**src/rtl/nand_bus_seq.sv**
```systemverilog
module nand_bus_seq #(
  parameter int SETUP_CYC     = 2,
  parameter int WE_LOW_CYC    = 3,
  parameter int HOLD_CYC      = 2,
  parameter int ACCESS_CYC    = 3,
  parameter int RE_HIGH_CYC   = 2,
  parameter int BUSY_WAIT_CYC = 4,
  parameter int CW            = 8
) (
  input  logic       clk,
  input  logic       rst_n,
  input  logic       req_valid,
  output logic       req_ready,
  input  logic [2:0] req_op,
  input  logic [7:0] req_byte,
  output logic       rsp_done,
  output logic [7:0] rsp_byte,
  input  logic       wr_allow,
  output logic       nand_ce_n,
  output logic       nand_cle,
  output logic       nand_ale,
  output logic       nand_we_n,
  output logic       nand_re_n,
  output logic       nand_wp_n,
  output logic [7:0] nand_io_out,
  output logic       nand_io_oe,
  input  logic [7:0] nand_io_in,
  input  logic       nand_rb
);
  localparam logic [2:0] OP_CMD = 3'd0, OP_ADDR = 3'd1, OP_WDATA = 3'd2,
                         OP_READ = 3'd3, OP_WAIT = 3'd4, OP_DESEL = 3'd5;

  typedef enum logic [2:0] {
    S_IDLE, S_SETUP, S_WLO, S_HOLD, S_RLO, S_RHI, S_WDLY, S_POLL
  } state_t;

  state_t          st;
  logic [CW-1:0]   cnt;
  logic [1:0]      rb_sync;

  wire cnt_end = (cnt == '0);
  wire rb_hi   = rb_sync[1];

  assign req_ready = (st == S_IDLE);

  always_ff @(posedge clk) begin
    if (!rst_n) begin
      rb_sync   <= 2'b00;
      nand_wp_n <= 1'b0;
    end else begin
      rb_sync   <= {rb_sync[0], nand_rb};
      nand_wp_n <= wr_allow;
    end
  end

  always_ff @(posedge clk) begin
    if (!rst_n) begin
      st          <= S_IDLE;
      cnt         <= '0;
      nand_ce_n   <= 1'b1;
      nand_cle    <= 1'b0;
      nand_ale    <= 1'b0;
      nand_we_n   <= 1'b1;
      nand_re_n   <= 1'b1;
      nand_io_out <= 8'h00;
      nand_io_oe  <= 1'b0;
      rsp_done    <= 1'b0;
      rsp_byte    <= 8'h00;
    end else begin
      rsp_done <= 1'b0;
      case (st)
        S_IDLE: if (req_valid) begin
          case (req_op)
            OP_CMD, OP_ADDR, OP_WDATA: begin
              nand_ce_n   <= 1'b0;
              nand_cle    <= (req_op == OP_CMD);
              nand_ale    <= (req_op == OP_ADDR);
              nand_io_out <= req_byte;
              nand_io_oe  <= 1'b1;
              cnt         <= CW'(SETUP_CYC - 1);
              st          <= S_SETUP;
            end
            OP_READ: begin
              nand_ce_n <= 1'b0;
              nand_re_n <= 1'b0;
              cnt       <= CW'(ACCESS_CYC - 1);
              st        <= S_RLO;
            end
            OP_WAIT: begin
              cnt <= CW'(BUSY_WAIT_CYC - 1);
              st  <= S_WDLY;
            end
            OP_DESEL: begin
              nand_ce_n <= 1'b1;
              rsp_done  <= 1'b1;
            end
            default: rsp_done <= 1'b1;
          endcase
        end
        S_SETUP: if (cnt_end) begin
          nand_we_n <= 1'b0;
          cnt       <= CW'(WE_LOW_CYC - 1);
          st        <= S_WLO;
        end else cnt <= cnt - 1'b1;
        S_WLO: if (cnt_end) begin
          nand_we_n <= 1'b1;
          cnt       <= CW'(HOLD_CYC - 1);
          st        <= S_HOLD;
        end else cnt <= cnt - 1'b1;
        S_HOLD: if (cnt_end) begin
          nand_cle   <= 1'b0;
          nand_ale   <= 1'b0;
          nand_io_oe <= 1'b0;
          rsp_done   <= 1'b1;
          st         <= S_IDLE;
        end else cnt <= cnt - 1'b1;
        S_RLO: if (cnt_end) begin
          nand_re_n <= 1'b1;
          rsp_byte  <= nand_io_in;
          cnt       <= CW'(RE_HIGH_CYC - 1);
          st        <= S_RHI;
        end else cnt <= cnt - 1'b1;
        S_RHI: if (cnt_end) begin
          rsp_done <= 1'b1;
          st       <= S_IDLE;
        end else cnt <= cnt - 1'b1;
        S_WDLY: if (cnt_end) st <= S_POLL;
        else cnt <= cnt - 1'b1;
        S_POLL: if (rb_hi) begin
          rsp_done <= 1'b1;
          st       <= S_IDLE;
        end
        default: st <= S_IDLE;
      endcase
    end
  end


  port_contention_chk: assert property (@(posedge clk) disable iff (!rst_n)
    !(nand_io_oe && !nand_re_n));


  latch_exclusive_chk: assert property (@(posedge clk) disable iff (!rst_n)
    !(nand_cle && nand_ale));


  we_low_stable_chk: assert property (@(posedge clk) disable iff (!rst_n)
    (!nand_we_n && $past(!nand_we_n)) |->
      ($stable(nand_io_out) && $stable(nand_cle) && $stable(nand_ale) && nand_io_oe));


  we_rise_driven_chk: assert property (@(posedge clk) disable iff (!rst_n)
    $rose(nand_we_n) |-> (nand_io_oe && !nand_ce_n));


  ce_held_in_wait_chk: assert property (@(posedge clk) disable iff (!rst_n)
    (st == S_WDLY || st == S_POLL) |-> $stable(nand_ce_n));


  ready_seen_chk: assert property (@(posedge clk) disable iff (!rst_n)
    (rsp_done && $past(st == S_POLL)) |-> $past(nand_rb, 3));


  wp_follows_chk: assert property (@(posedge clk) disable iff (!rst_n)
    nand_wp_n |-> $past(wr_allow));
endmodule

```
**config.mk**
```make
export PLATFORM = sky130hd
export DESIGN_NAME = nand_bus_seq
export DESIGN_NICKNAME = d
export VERILOG_FILES = /design/src/rtl/nand_bus_seq.sv
export SDC_FILE = /design/constraint.sdc
export NUM_CORES = 1
export LEC_CHECK = 0
export BUFFER_PORTS_ARGS = -buffer_cell sky130_fd_sc_hd__buf_2
export CAP_MARGIN = 20
export CORE_MARGIN = 4
export CORE_UTILIZATION = 48
export CTS_CLUSTER_SIZE = 25
export DETAILED_ROUTE_END_ITERATION = 10
export PLACE_DENSITY_LB_ADDON = 0.2
export SLEW_MARGIN = 5
export SYNTH_ARGS = -nofsm -noshare
export SYNTH_HDL_FRONTEND = slang
export SYNTH_SLANG_ARGS = --single-unit
```
**constraint.sdc**
```tcl
create_clock -name clk -period 3.95 [get_ports clk]
set_input_delay 0.395 -clock clk [delete_from_list [all_inputs] [get_ports clk]]
set_output_delay 0.395 -clock clk [all_outputs]
set_load 0.01 [all_outputs]
```
== After elaboration in Yosys (flattened, before gate mapping) ==
Cells that the tools add are included.
W data, S select, Z words.
Word-level totals
  flip-flop bits (word level): 37
  memories: 0
  latch bits: 0
  output and inout bits: 25
  ROM bits: 0
  bits in writable memories: 0
  word-level logic and storage cells: 96
  bits of input ports: 24
Operators by class
  shift-type cells: 0
  bitwise operators: 0
  mux-type cells: 36
  $add $sub $neg: 1
  div/mod/pow operators: 0
  eq/ne operators: 24
  reductions and logical operators: 22
  $lt $le $gt $ge: 0
  multipliers: 0
Operator list (count)
  $mux W8: 4
  $pmux W8 S4: 1
  $pmux W8 S3: 1
  $mux W3: 7
  $pmux W3 S7: 1
  $eq A3 B3 Y1 const B: 6
  $ne A2 B2 Y1 const B: 8
  $mux W1: 14
  $eq A3 B2 Y1 const B: 4
  $pmux W1 S2: 6
  $reduce_and A4 Y1: 3
  $pmux W3 S3: 1
  $reduce_and A3 Y1: 3
  $logic_not A8 Y1: 1
  $reduce_and A8 Y1: 1
  $reduce_bool A2 Y1: 4
  $sub A8 B1 Y8 const B: 1
  $eq A3 B1 Y1 const B: 2
  $logic_not A3 Y1: 2
  $ne A2 B1 Y1 const B: 3
  $reduce_or A3 Y1: 2
  $reduce_or A5 Y1: 1
  $ne A4 B1 Y1 const B: 1
  $reduce_bool A4 Y1: 1
  4 further kinds: 5

== Depth between registers and ports, before layout ==
  word-level depth: 5
  mapped depth: 8
  mapped depth without buffers: 7

== Worst setup path before layout ==
No wires, ideal clock.
  path kind: reg2reg
  start point: reg cnt[0]
  end point: reg cnt[7]
  clock period less this slack: 1.823 ns
  cell stages (with the launch flop): 8
  arrival time: 1.756 ns
  library setup time: 0.067 ns
  required time: 3.883 ns
  path buffers: 0
  setup slack: 2.127 ns
  cells stage by stage: dfxtp_1 > inv_1 > ha_1 > nor3b_2 > a31oi_2 > o2111ai_2 > or4_4 > a21oi_2
On the way
  longest elaborated chain between the ends: 3
  elaborated cells on any way between the ends: 8
  those cells by class: add/sub: 1; eq/ne: 1; mux: 4; reduce/logical: 2
Ends and longest elaborated chain
  from (decl): line 38  | logic [CW-1:0] cnt;
  from (signal assigned): line 80  | cnt <= CW'(SETUP_CYC - 1);
  from (signal assigned): line 86  | cnt <= CW'(ACCESS_CYC - 1);
  from (signal assigned): line 90  | cnt <= CW'(BUSY_WAIT_CYC - 1);
  $sub A8 B1 Y8 or $logic_not A8 Y1 (tied branches)
  $mux W8, or another cell as far along: line 110, 123, 127
  $pmux W8 S4 or $reduce_and A4 Y1 (tied branches)
Parallel ways exist; a longest one is shown, timed or not. The select of a mux whose other input is x is not followed.
A chain may end at the register's enable or synchronous reset.

== Final worst setup path ==
  start point: reg cnt[0]
  end point: reg rsp_byte[4]
On the way
  longest elaborated chain between the ends: 2
Ends and longest elaborated chain
  $logic_not A8 Y1: line 41  | wire cnt_end = (cnt == '0);
  $reduce_and A2 Y1 (no line)
  to (signal assigned): line 119  | rsp_byte <= nand_io_in;
  to (decl): line 17  | output logic [7:0] rsp_byte,
Every way passes these cells.

==> impl_results.md <==
- Overall global routing resource usage: ~17%
- Worst relative slew slack: 51.7%
- Hold Buf Count CTS: 0
- Die Wd: 69.7 um
- Ys flop type: dfxtp_1
- Syn. warnings: 0
- Hold Path End: nand_wp_n
- RD Place Congestion: between 0.8 and 0.9
- EDFF count, synth: 0
- Routed wire per std cell: 13.5 um
- Status: finished, final reports clean
- Via count: around 1700
- Count of different cell masters after synthesis: 53
- Leak: 0.000979 uW
- Drt pass-1 iters: 4
- Fmax: 0.449 GHz
- Die area: 4850 um2
- Cell Area, Synth: between 1500 and 2000 um2
- Worst-margin pin slew: 0.724 ns
- Total CTS buffers: 5
- Flop2flop setup slack: 1.72 ns
- Post_cts resized: 0
- Initial antenna violation count: 0
- Internal power: ~930 uW
- Core area: 3660 um2
- Clk buf depth: 2
- Sw Ratio: 38.8%
- CTS tree: done
- Critical Setup Path Class: flop to flop
- Io pins: 49
- Area contributors post-synth: dfxtp_1 (41%), a21oi_1 (5.2%), nand2_1 (5.1%)
- Sink Count: 37
- Endpoint class of the critical path: flop
- Post-Syn Instances: approximately 210
- Switching pwr: 591 uW
- Sequential share of power: 34.7%
- Synth Area per Inst: 8.78 um2
- Share of the synthesized area in the top cell type: 40.6%
- Hold WC Path Type: input port to flop
- Row cnt: 22
- Tmin final: about 2.2 ns
- Worst Skew: 0.00469 ns
- FF+latch count, synth: 37
- Htree depth: 2
- R2R Path End: rsp_byte[4]
- Worst hold path depth: 2
- Setup TNS: 0 ns
- Power Dens Cells: about 700 nW/um2
- Root Buffer: clkbuf_8
- Final ANT Viol Nets: 0
- Nets@finish: 281
- Worst Hold Launch: wr_allow
- Largest net degree at the start of global routing: 23
- PortBufs: 48
- Crit path DAT: 2.38 ns
- CP required: just over 4 ns
- Gate power share: 43.1%
- MaxCap Viol Count: 0
- Final worst-path cycle share: 56.4%
- Clock power frac: ~22%
- DRC errors left: 0
- Die Ht: 69.7 um
- Syn-to-layout area delta: 20.7%
- R2R depth: 7
- Post-synth ARST share: 0%
- Setup Fix Bufs, Post-CTS: 0
- Final Hold Fails: 0
- Critical-path maximum fanout: 9
- Starting Density: 49.9%
- Share of cells above drive strength 1: 30.9%
- Antenna cells: 0
- VDD IR max: between 0.4 and 0.5 mV
- Register area share after synthesis: 40.6%
- Vias in the first global route: 1513
- Hold Slack: roughly 0.31 ns
- GRT overflow: 0
- Slew Limit Fails: 0
- # setup viols final: 0
- Clk slew on worst S/H paths: about 0.07 ns
- Syn Nets: about 230
- Global-route wire length before repair: roughly 7000 um
- Unrepaired setup endpoints after global routing: no
- DR vias/cell: 5.45
- Clock Latency Late Sink: between 0.2 and 0.3 ns
- DRT iter0 DRCs: between 90 and 100
- Dpl hpwl: 2950 um
- Yosys top cell by area: dfxtp_1
- Final WL: 4120 um
- CP startpoint kind: flop
- RR Startpoint: cnt[0]
==> worst max-delay path, stage by stage, from the launching register on <==
cell     delay, ns
dfxtp_1       0.37
inv_1         0.10
ha_1          0.14
nor3b_2       0.38
and2_1        0.30
nand3_1       0.45
mux2i_1       0.30
nor2_1        0.05
==> layer usage <==
metal	up-vias	wire (um)	GRT usage (%)
met5	-	0	0
met3	5	274	6.09
met4	0	51	5.32
met2	45	1830	26.5
met1	760	1970	23.4
li1	846	-	-
==> area by class of cell <==
class,instances,area (um2)
multi-input cells,155,1010
clock inverters,2,37.5
inverters,8,30.0
fillers,353,1460
flip-flops and latches,37,741
repair buffers,48,240
well taps,48,60.1
clock buffers,6,82.6
==> registers in the layout, summed over array words and instances (netlist names), 2 cells and up <==
| name | flops |
|---|---|
| rsp_byte | 8 |
| nand_io_out | 8 |
| cnt | 8 |
| st | 3 |
| rb_sync | 2 |
==> power by group through the flow <==
stage | Clock [uW] | Combinational (uW) | Sequential [uW]
floorplan | 0 | 551 | 497
global placement | 0 | 646 | 532
detailed placement | 0 | 653 | 533
CTS | 346 | 656 | 525
global route | 363 | 736 | 540
finish | 338 | 656 | 528
==> per-stage QoR <==
step	setup WS [ns]	cell area [um2]	cells	util (%)	power, uW
2_1_floorplan	2.13	1830	208	-	1050
3_3_place_gp	1.80	2080	296	56.9	1180
3_5_place_dp	1.77	2080	296	56.9	1190
4_1_cts	1.74	2200	304	60.2	1530
5_1_grt	1.55	2200	304	60.2	1640
6_report	1.72	2200	304	60.2	1520
==> synthesized netlist by cell type, drive strengths merged (2+ instances only) <==
cell type	count
a21o	4
a21oi	21
a31oi	2
a32oi	3
and2	5
buf	2
clkbuf	6
dfxtp	37
ha	2
inv	7
mux2i	8
nand2	27
nand2b	2
nand3	5
nand4	2
nor2	22
nor3	3
o2111ai	2
o21ai	14
o31ai	3
o32ai	2
or2	3
or3	6
or4	2
==> worst max path at each step <==
stage | slack, ns | end | cells past startpoint | from
detailed placement | 1.77 | rsp_byte[6] | 7 | cnt[0]
CTS | 1.74 | rsp_byte[0] | 7 | cnt[0]
finish | 1.72 | rsp_byte[4] | 7 | cnt[0]
floorplan | 2.13 | cnt[7] | 7 | cnt[0]
global placement | 1.80 | rsp_byte[4] | 7 | cnt[0]
global route | 1.55 | rsp_byte[6] | 7 | cnt[0]
==> layout by cell type, fill, tap and decap left out, drive strengths merged, types with 2 or more instances in the layout <==
cell and instances:
buf 48, dfxtp 37, nand2 27, nor2 22
a21oi 21, o21ai 14, mux2i 8, inv 7
clkbuf 6, or3 6, and2 5, nand3 5
a21o 4, o31ai 3, nor3 3, a32oi 3
or2 3, o2111ai 2, nand2b 2, o32ai 2
nand4 2, ha 2, a31oi 2, or4 2
==> kinds of logic (layout without fill, tap and decap cells) <==
logic type	Yosys count	in the layout	synth area share, %
simple gates	80	80	23.2
compound gates	62	62	24.9
flops	37	37	40.6
buf+inv	16	64	3.98
mux	9	9	5.00
fa+ha+maj	2	2	1.37
xor+xnor	2	2	0.960
No activity file was read; power rests on OpenSTA's default activity.
